===== config.mk =====
export PLATFORM = sky130hd
export DESIGN_NAME = sleep_clock_ctrl
export DESIGN_NICKNAME = d
export VERILOG_FILES = /design/src/rtl/sleep_clock_pkg.sv /design/src/rtl/sleep_clock_regs.sv /design/src/rtl/sleep_clock_fsm.sv /design/src/rtl/sleep_clock_gate.sv /design/src/rtl/sleep_clock_ctrl.sv
export SDC_FILE = /design/constraint.sdc
export NUM_CORES = 1
export LEC_CHECK = 0
export ABC_AREA = 1
export ABC_CLOCK_PERIOD_IN_PS = 3500
export BUFFER_PORTS_ARGS = -buffer_cell sky130_fd_sc_hd__buf_2
export CORE_AREA = 2 2 39 41
export DETAILED_ROUTE_END_ITERATION = 8
export DIE_AREA = 0 0 41 43
export PLACE_DENSITY = 0.76
export SYNTH_ARGS = -nofsm -noshare
export SYNTH_HDL_FRONTEND = slang
export SYNTH_HIERARCHICAL = 1
export SYNTH_SLANG_ARGS = --single-unit
export TNS_END_PERCENT = 30

===== constraint.sdc =====
create_clock -name clk -period 3.5 [get_ports clk]
set_input_delay 0.7 -clock clk [delete_from_list [all_inputs] [get_ports clk]]
set_output_delay 0.7 -clock clk [all_outputs]
set_load 0.1 [all_outputs]

===== src/rtl/sleep_clock_pkg.sv =====
package sleep_clock_pkg;

  typedef enum logic [1:0] {
    MODE_RUN  = 2'b00,
    MODE_IDLE = 2'b01,
    MODE_DEEP = 2'b10
  } pwrMode_e;

  localparam int HALT_BIT = 0;
  localparam int DEEP_BIT = 1;
  localparam int FLAG_LSB = 2;
  localparam int FLAG_W   = 2;
  localparam int USED_W   = FLAG_LSB + FLAG_W;

  typedef struct packed {
    logic wrAccept;
    logic clrHalt;
  } ctrlStrobe_t;

endpackage


===== src/rtl/sleep_clock_regs.sv =====
module sleep_clock_regs
  import sleep_clock_pkg::*;
#(
  parameter int DATA_W = 8
) (
  input  logic              clk,
  input  logic              rstIn,
  input  ctrlStrobe_t       strobe,
  input  logic [DATA_W-1:0] wrData,
  output logic              haltQ,
  output logic              deepQ,
  output logic [FLAG_W-1:0] flagQ,
  output logic [DATA_W-1:0] regWord
);

  logic wantDeep;
  logic wantHalt;

  assign wantDeep = wrData[DEEP_BIT];
  assign wantHalt = wrData[HALT_BIT] & ~wantDeep;

  always_ff @(posedge clk or posedge rstIn) begin
    if (rstIn) begin
      haltQ <= 1'b0;
      deepQ <= 1'b0;
      flagQ <= '0;
    end else if (strobe.wrAccept) begin
      haltQ <= wantHalt;
      deepQ <= wantDeep;
      flagQ <= wrData[FLAG_LSB +: FLAG_W];
    end else if (strobe.clrHalt) begin
      haltQ <= 1'b0;
    end
  end

  always_comb begin
    regWord = '0;
    regWord[HALT_BIT] = haltQ;
    regWord[DEEP_BIT] = deepQ;
    regWord[FLAG_LSB +: FLAG_W] = flagQ;
  end

endmodule


===== src/rtl/sleep_clock_fsm.sv =====
module sleep_clock_fsm
  import sleep_clock_pkg::*;
#(
  parameter int               ADDR_W   = 8,
  parameter logic [ADDR_W-1:0] REG_ADDR = 8'h47
) (
  input  logic              sfrWrEn,
  input  logic [ADDR_W-1:0] sfrAddr,
  input  logic              irqPending,
  input  logic              haltQ,
  input  logic              deepQ,
  output ctrlStrobe_t       strobe,
  output pwrMode_e          mode,
  output logic              addrHit,
  output logic              cpuEnReq,
  output logic              perClkEn,
  output logic              oscEn
);

  always_comb begin
    if (deepQ)      mode = MODE_DEEP;
    else if (haltQ) mode = MODE_IDLE;
    else            mode = MODE_RUN;
  end

  assign addrHit = (sfrAddr == REG_ADDR);

  always_comb begin
    strobe.wrAccept = sfrWrEn & addrHit & (mode == MODE_RUN);
    strobe.clrHalt  = irqPending & (mode == MODE_IDLE);
  end

  assign cpuEnReq = (mode == MODE_RUN);
  assign perClkEn = (mode != MODE_DEEP);
  assign oscEn    = (mode != MODE_DEEP);

endmodule


===== src/rtl/sleep_clock_gate.sv =====
module sleep_clock_gate (
  input  logic clk,
  input  logic rstIn,
  input  logic enReq,
  output logic enQ,
  output logic gatedClk
);

  // Enable is retimed on the falling edge, so it only moves while clk is low.
  always_ff @(negedge clk or posedge rstIn) begin
    if (rstIn) enQ <= 1'b1;
    else       enQ <= enReq;
  end

  assign gatedClk = clk & enQ;

endmodule


===== src/rtl/sleep_clock_ctrl.sv =====
module sleep_clock_ctrl
  import sleep_clock_pkg::*;
#(
  parameter int               ADDR_W   = 8,
  parameter int               DATA_W   = 8,
  parameter logic [ADDR_W-1:0] REG_ADDR = 8'h47
) (
  input  logic              clk,
  input  logic              rstIn,
  input  logic [ADDR_W-1:0] sfrAddr,
  input  logic              sfrWrEn,
  input  logic [DATA_W-1:0] sfrWrData,
  output logic [DATA_W-1:0] sfrRdData,
  input  logic              irqPending,
  output logic              cpuClkEn,
  output logic              cpuClkGated,
  output logic              perClkEn,
  output logic              oscEn,
  output logic [1:0]        modeStatus
);

  ctrlStrobe_t       strobe;
  pwrMode_e          mode;
  logic              haltQ;
  logic              deepQ;
  logic [FLAG_W-1:0] flagQ;
  logic [DATA_W-1:0] regWord;
  logic              addrHit;
  logic              cpuEnReq;

  sleep_clock_fsm #(
    .ADDR_W  (ADDR_W),
    .REG_ADDR(REG_ADDR)
  ) u_fsm (
    .sfrWrEn   (sfrWrEn),
    .sfrAddr   (sfrAddr),
    .irqPending(irqPending),
    .haltQ     (haltQ),
    .deepQ     (deepQ),
    .strobe    (strobe),
    .mode      (mode),
    .addrHit   (addrHit),
    .cpuEnReq  (cpuEnReq),
    .perClkEn  (perClkEn),
    .oscEn     (oscEn)
  );

  sleep_clock_regs #(
    .DATA_W(DATA_W)
  ) u_regs (
    .clk    (clk),
    .rstIn  (rstIn),
    .strobe (strobe),
    .wrData (sfrWrData),
    .haltQ  (haltQ),
    .deepQ  (deepQ),
    .flagQ  (flagQ),
    .regWord(regWord)
  );

  sleep_clock_gate u_gate (
    .clk     (clk),
    .rstIn   (rstIn),
    .enReq   (cpuEnReq),
    .enQ     (cpuClkEn),
    .gatedClk(cpuClkGated)
  );

  assign sfrRdData  = addrHit ? regWord : '0;
  assign modeStatus = mode;

endmodule


### Word-level counts from Yosys, hierarchy flattened

Index checks and enable logic that the tools add are counted.
W data, S select, Z words.

| word-level totals | value |
|---|---|
| memories | 0 |
| register bits after elaboration | 5 |
| ROM bits | 0 |
| input bits | 20 |
| output and inout bits | 14 |
| latch bits | 0 |
| bits in writable memories | 0 |
| word-level logic and storage cells | 20 |

| cells by class | value |
|---|---|
| $mul | 0 |
| eq/ne operators | 3 |
| mux-type cells | 5 |
| divide/modulo/power cells | 0 |
| $lt $le $gt $ge | 0 |
| add/sub/neg operators | 0 |
| reduce and logical (&&, ||, !) cells | 2 |
| shift-type cells | 0 |
| bitwise operators | 6 |

Operators with widths:

| operator | number |
|---|---|
| $eq A8 B7 Y1 const B | 1 |
| $and A1 B1 Y1 | 5 |
| $mux W4 | 1 |
| $mux W1 | 3 |
| $eq A2 B1 Y1 const B | 1 |
| $logic_not A2 Y1 | 1 |
| $mux W2 | 1 |
| $ne A2 B2 Y1 const B | 1 |
| $reduce_bool A2 Y1 | 1 |
| $not A1 Y1 | 1 |

### Logic depth before layout (Yosys ltp)

| depth | value |
|---|---|
| depth after elaboration | 6 |
| mapped depth | 8 |
| depth with buffers taken out | 8 |

### Hierarchy

The synthesis kept the hierarchy.

Modules (own cells, without submodules):

| module | times used | cells each | area each (µm²) |
|---|---|---|---|
| sleep_clock_regs | 1 | 28 | 225.2 |
| sleep_clock_fsm | 1 | 21 | 92.6 |
| sleep_clock_ctrl | 1 | 17 | 65.1 |
| sleep_clock_gate | 1 | 5 | 41.3 |

==> impl_metrics.yaml <==
finish:
  diodes: 0
  nFillCells: 147
  regArea_um2: 130
  drive_above_1_share_pct: 38.5
  multi_input_area_um2: 150
  fin_nets: 117
  postLayoutCoreUtil_pct: 43.5
  area_delta_synth_final_pct: 41.9
critical_path:
  worstPathCellList: "nand2_4 -> clkinvlp_4 -> buf_12"
  critPathMaxStageDelay_ns: 0.61
  rrSetupSlack_ns: 1.16
  crit_type: "reg -> out"
  worstPathArrival_ns: 3.06
  crit_required_ns: 2.80
  start_kind: "flip-flop"
  r2r_end: "u_gate/enQ"
  end_kind: "output port"
  r2r_cells: 1
  slowest_stage: "dfstp_4"
  cp_max_fo: 2
  reg2reg_from: "u_regs/deepQ"
floorplan:
  rows: 14
  start_util_pct: 30.7
  core_area_um2: 1380
  die_h_um: 43
  die_area_um2: 1760
  die_w_um: 41
  pin_count: 34
global_route:
  antenna_found_initial: 0
  globalRoute.totalOverflow: 0
  grt_pass1_wl_um: 1390
  grt_pass1_vias: 404
  grt_max_degree: 9
  grt.total_usage_pct: 13.2
place:
  io_buffers: 25
  place_ws_ns: -0.0493
  gp_congestion: 0.678
  place_hpwl_um: 653
timing:
  drv_slew: 0
  hold_violations: 0
  setup_viol: 3
  rsz0062_at_grt: "true"
  postLayoutSetupSlackWorst_ns: -0.262
  skew_ns: 0.0659
clocking:
  cts_setup_buffers: 0
  clock_latency_ns: 0.41
  cts.clk_slew.worst_paths_ns: 0.05
  cts_tree: "built"
logic_synthesis:
  avgSynthCellArea_um2: 5.97
  syn_area_um2: 424
  ys_ff_latch: 5
  synth.distinct_cells: 12
  synthCells: 71
  ys_warn_count: 6
  ys_seq_area_share_pct: 29.8
drt:
  routed_via_density: 3.67
  drc: 0
  via_count: 411
  drt_pre_antenna_iters: 2
  drt_iter0_markers: 5
  antenna_left: 0
  wl_met2_um: 427
  wl_met1_um: 362
  wirelength_um: 837
  met3WireLength_um: 47
  highest_layer: "met3"
  wire_per_inst_um: 7.47
power:
  p_leak_nw: 0.442
  power.density_nw_per_um2: 327
  peakVddDrop_uv: 147
status:
  status: "finished with violations"
  violations: "negative setup slack"
worst_hold_path:
  min_path_type: "in -> async"
job:
  max-cap-violations: 0
==> layout make-up <==
class                           instances  area share [%]
Clock inverter                          3            2.49
Tap cell                               16            3.33
Multi-Input combinational cell         35            24.9
Sequential cell                         5            21.6
Clock buffer                            7            10.8
Timing Repair Buffer                   25            23.7
Inverter                               21            13.1
==> synth_stat cells <==
library cell / count / area, µm²
inv_1: 23 / 86.3
nand2_1: 20 / 75.1
buf_4: 10 / 75.1
nor2_1: 5 / 18.8
dfrtp_1: 4 / 100
o21ai_0: 3 / 15.0
and3_2: 1 / 7.51
buf_2: 1 / 5.00
conb_1: 1 / 3.75
dfstp_2: 1 / 26.3
nand3_1: 1 / 5.00
nor2_2: 1 / 6.26
==> flip-flops by register name, indices dropped and copies added (netlist names) <==
name          flops
u_regs/haltQ      1
u_gate/enQ        1
u_regs/deepQ      1
u_regs/flagQ      2
==> critical path: cells and delay by family (launching register included) <==
kind	cells	cell delay, ns
and+or+nand+nor	1	0.05
DFF	1	0.61
buffers and inverters	2	0.23
==> per-stage QoR <==
step | power (W) | hold slack [ns] | area [µm²] | instances | TNS [ns]
4_1_cts | 0.000204 | 0.226 | 602 | 112 | -0.554
2_1_floorplan | 0.0000710 | 0.466 | 450 | 74 | -0.138
6_report | 0.000196 | 0.239 | 602 | 112 | -0.519
3_3_place_gp | 0.0000759 | 0.518 | 538 | 105 | -0.0458
3_5_place_dp | 0.0000764 | 0.525 | 538 | 105 | -0.0493
5_1_grt | 0.000217 | 0.225 | 602 | 112 | -0.627
==> repair_timing <==
item                                    CTS  global route
endpoints found under the hold margin     0             0
hold buffers                              0             0
resized for setup                         4             0
endpoints found under the setup margin    3             3
==> power by group <==
part | leakage [nW] | internal, W | total, W | switching, W
registers | 0.0515 | 0.0000580 | 0.0000580 | 0
logic | 0.334 | 0.00000713 | 0.0000140 | 0.00000684
clock network | 0.0559 | 0.0000800 | 0.000125 | 0.0000446
total | 0.442 | 0.000145 | 0.000196 | 0.0000514
==> cell families (layout without fill, tap and decap cells) <==
logic type | Yosys count | after routing | synth area share (%)
buffers and inverters | 34 | 56 | 39.2
AND/OR/NAND/NOR | 28 | 28 | 26.5
flip-flops | 5 | 5 | 29.8
AO/OA/AOI/OAI | 3 | 3 | 3.54
other | 1 | 4 | 0.884
==> layout by cell type, fill, tap and decap left out <==
cell type,synthesis,layout
and3_2,1,1
buf_12,0,2
buf_2,1,23
buf_4,10,1
clkbuf_4,0,6
clkinvlp_4,0,1
conb_1,1,4
dfrtp_1,4,4
dfstp_4,0,1
inv_1,23,23
nand2_1,20,19
nand2_4,0,1
nand3_1,1,1
nor2_1,5,5
nor2_2,1,1
o21ai_0,3,3
==> worst max-delay path by stage <==
| stage | startpoint | slack (ns) | depth (start not counted) | to |
|---|---|---|---|---|
| 2_1_floorplan | u_gate/enQ | -0.14 | 2 | cpuClkGated |
| 3_3_place_gp | u_gate/enQ | -0.05 | 3 | cpuClkGated |
| 3_5_place_dp | u_gate/enQ | -0.05 | 3 | cpuClkGated |
| 4_1_cts | u_gate/enQ | -0.28 | 3 | cpuClkGated |
| 5_1_grt | u_gate/enQ | -0.32 | 3 | cpuClkGated |
| 6_report | u_gate/enQ | -0.26 | 3 | cpuClkGated |
==> routing by layer <==
| layer | track usage, % | vias to the layer above |
|---|---|---|
| li1 | - | 228 |
| met2 | 17.8 | 16 |
| met3 | 7.85 | 0 |
| met1 | 10.4 | 167 |
| met4 | 18.0 | 0 |
| met5 | 0 | - |
No activity file was read; power rests on OpenSTA's default activity.
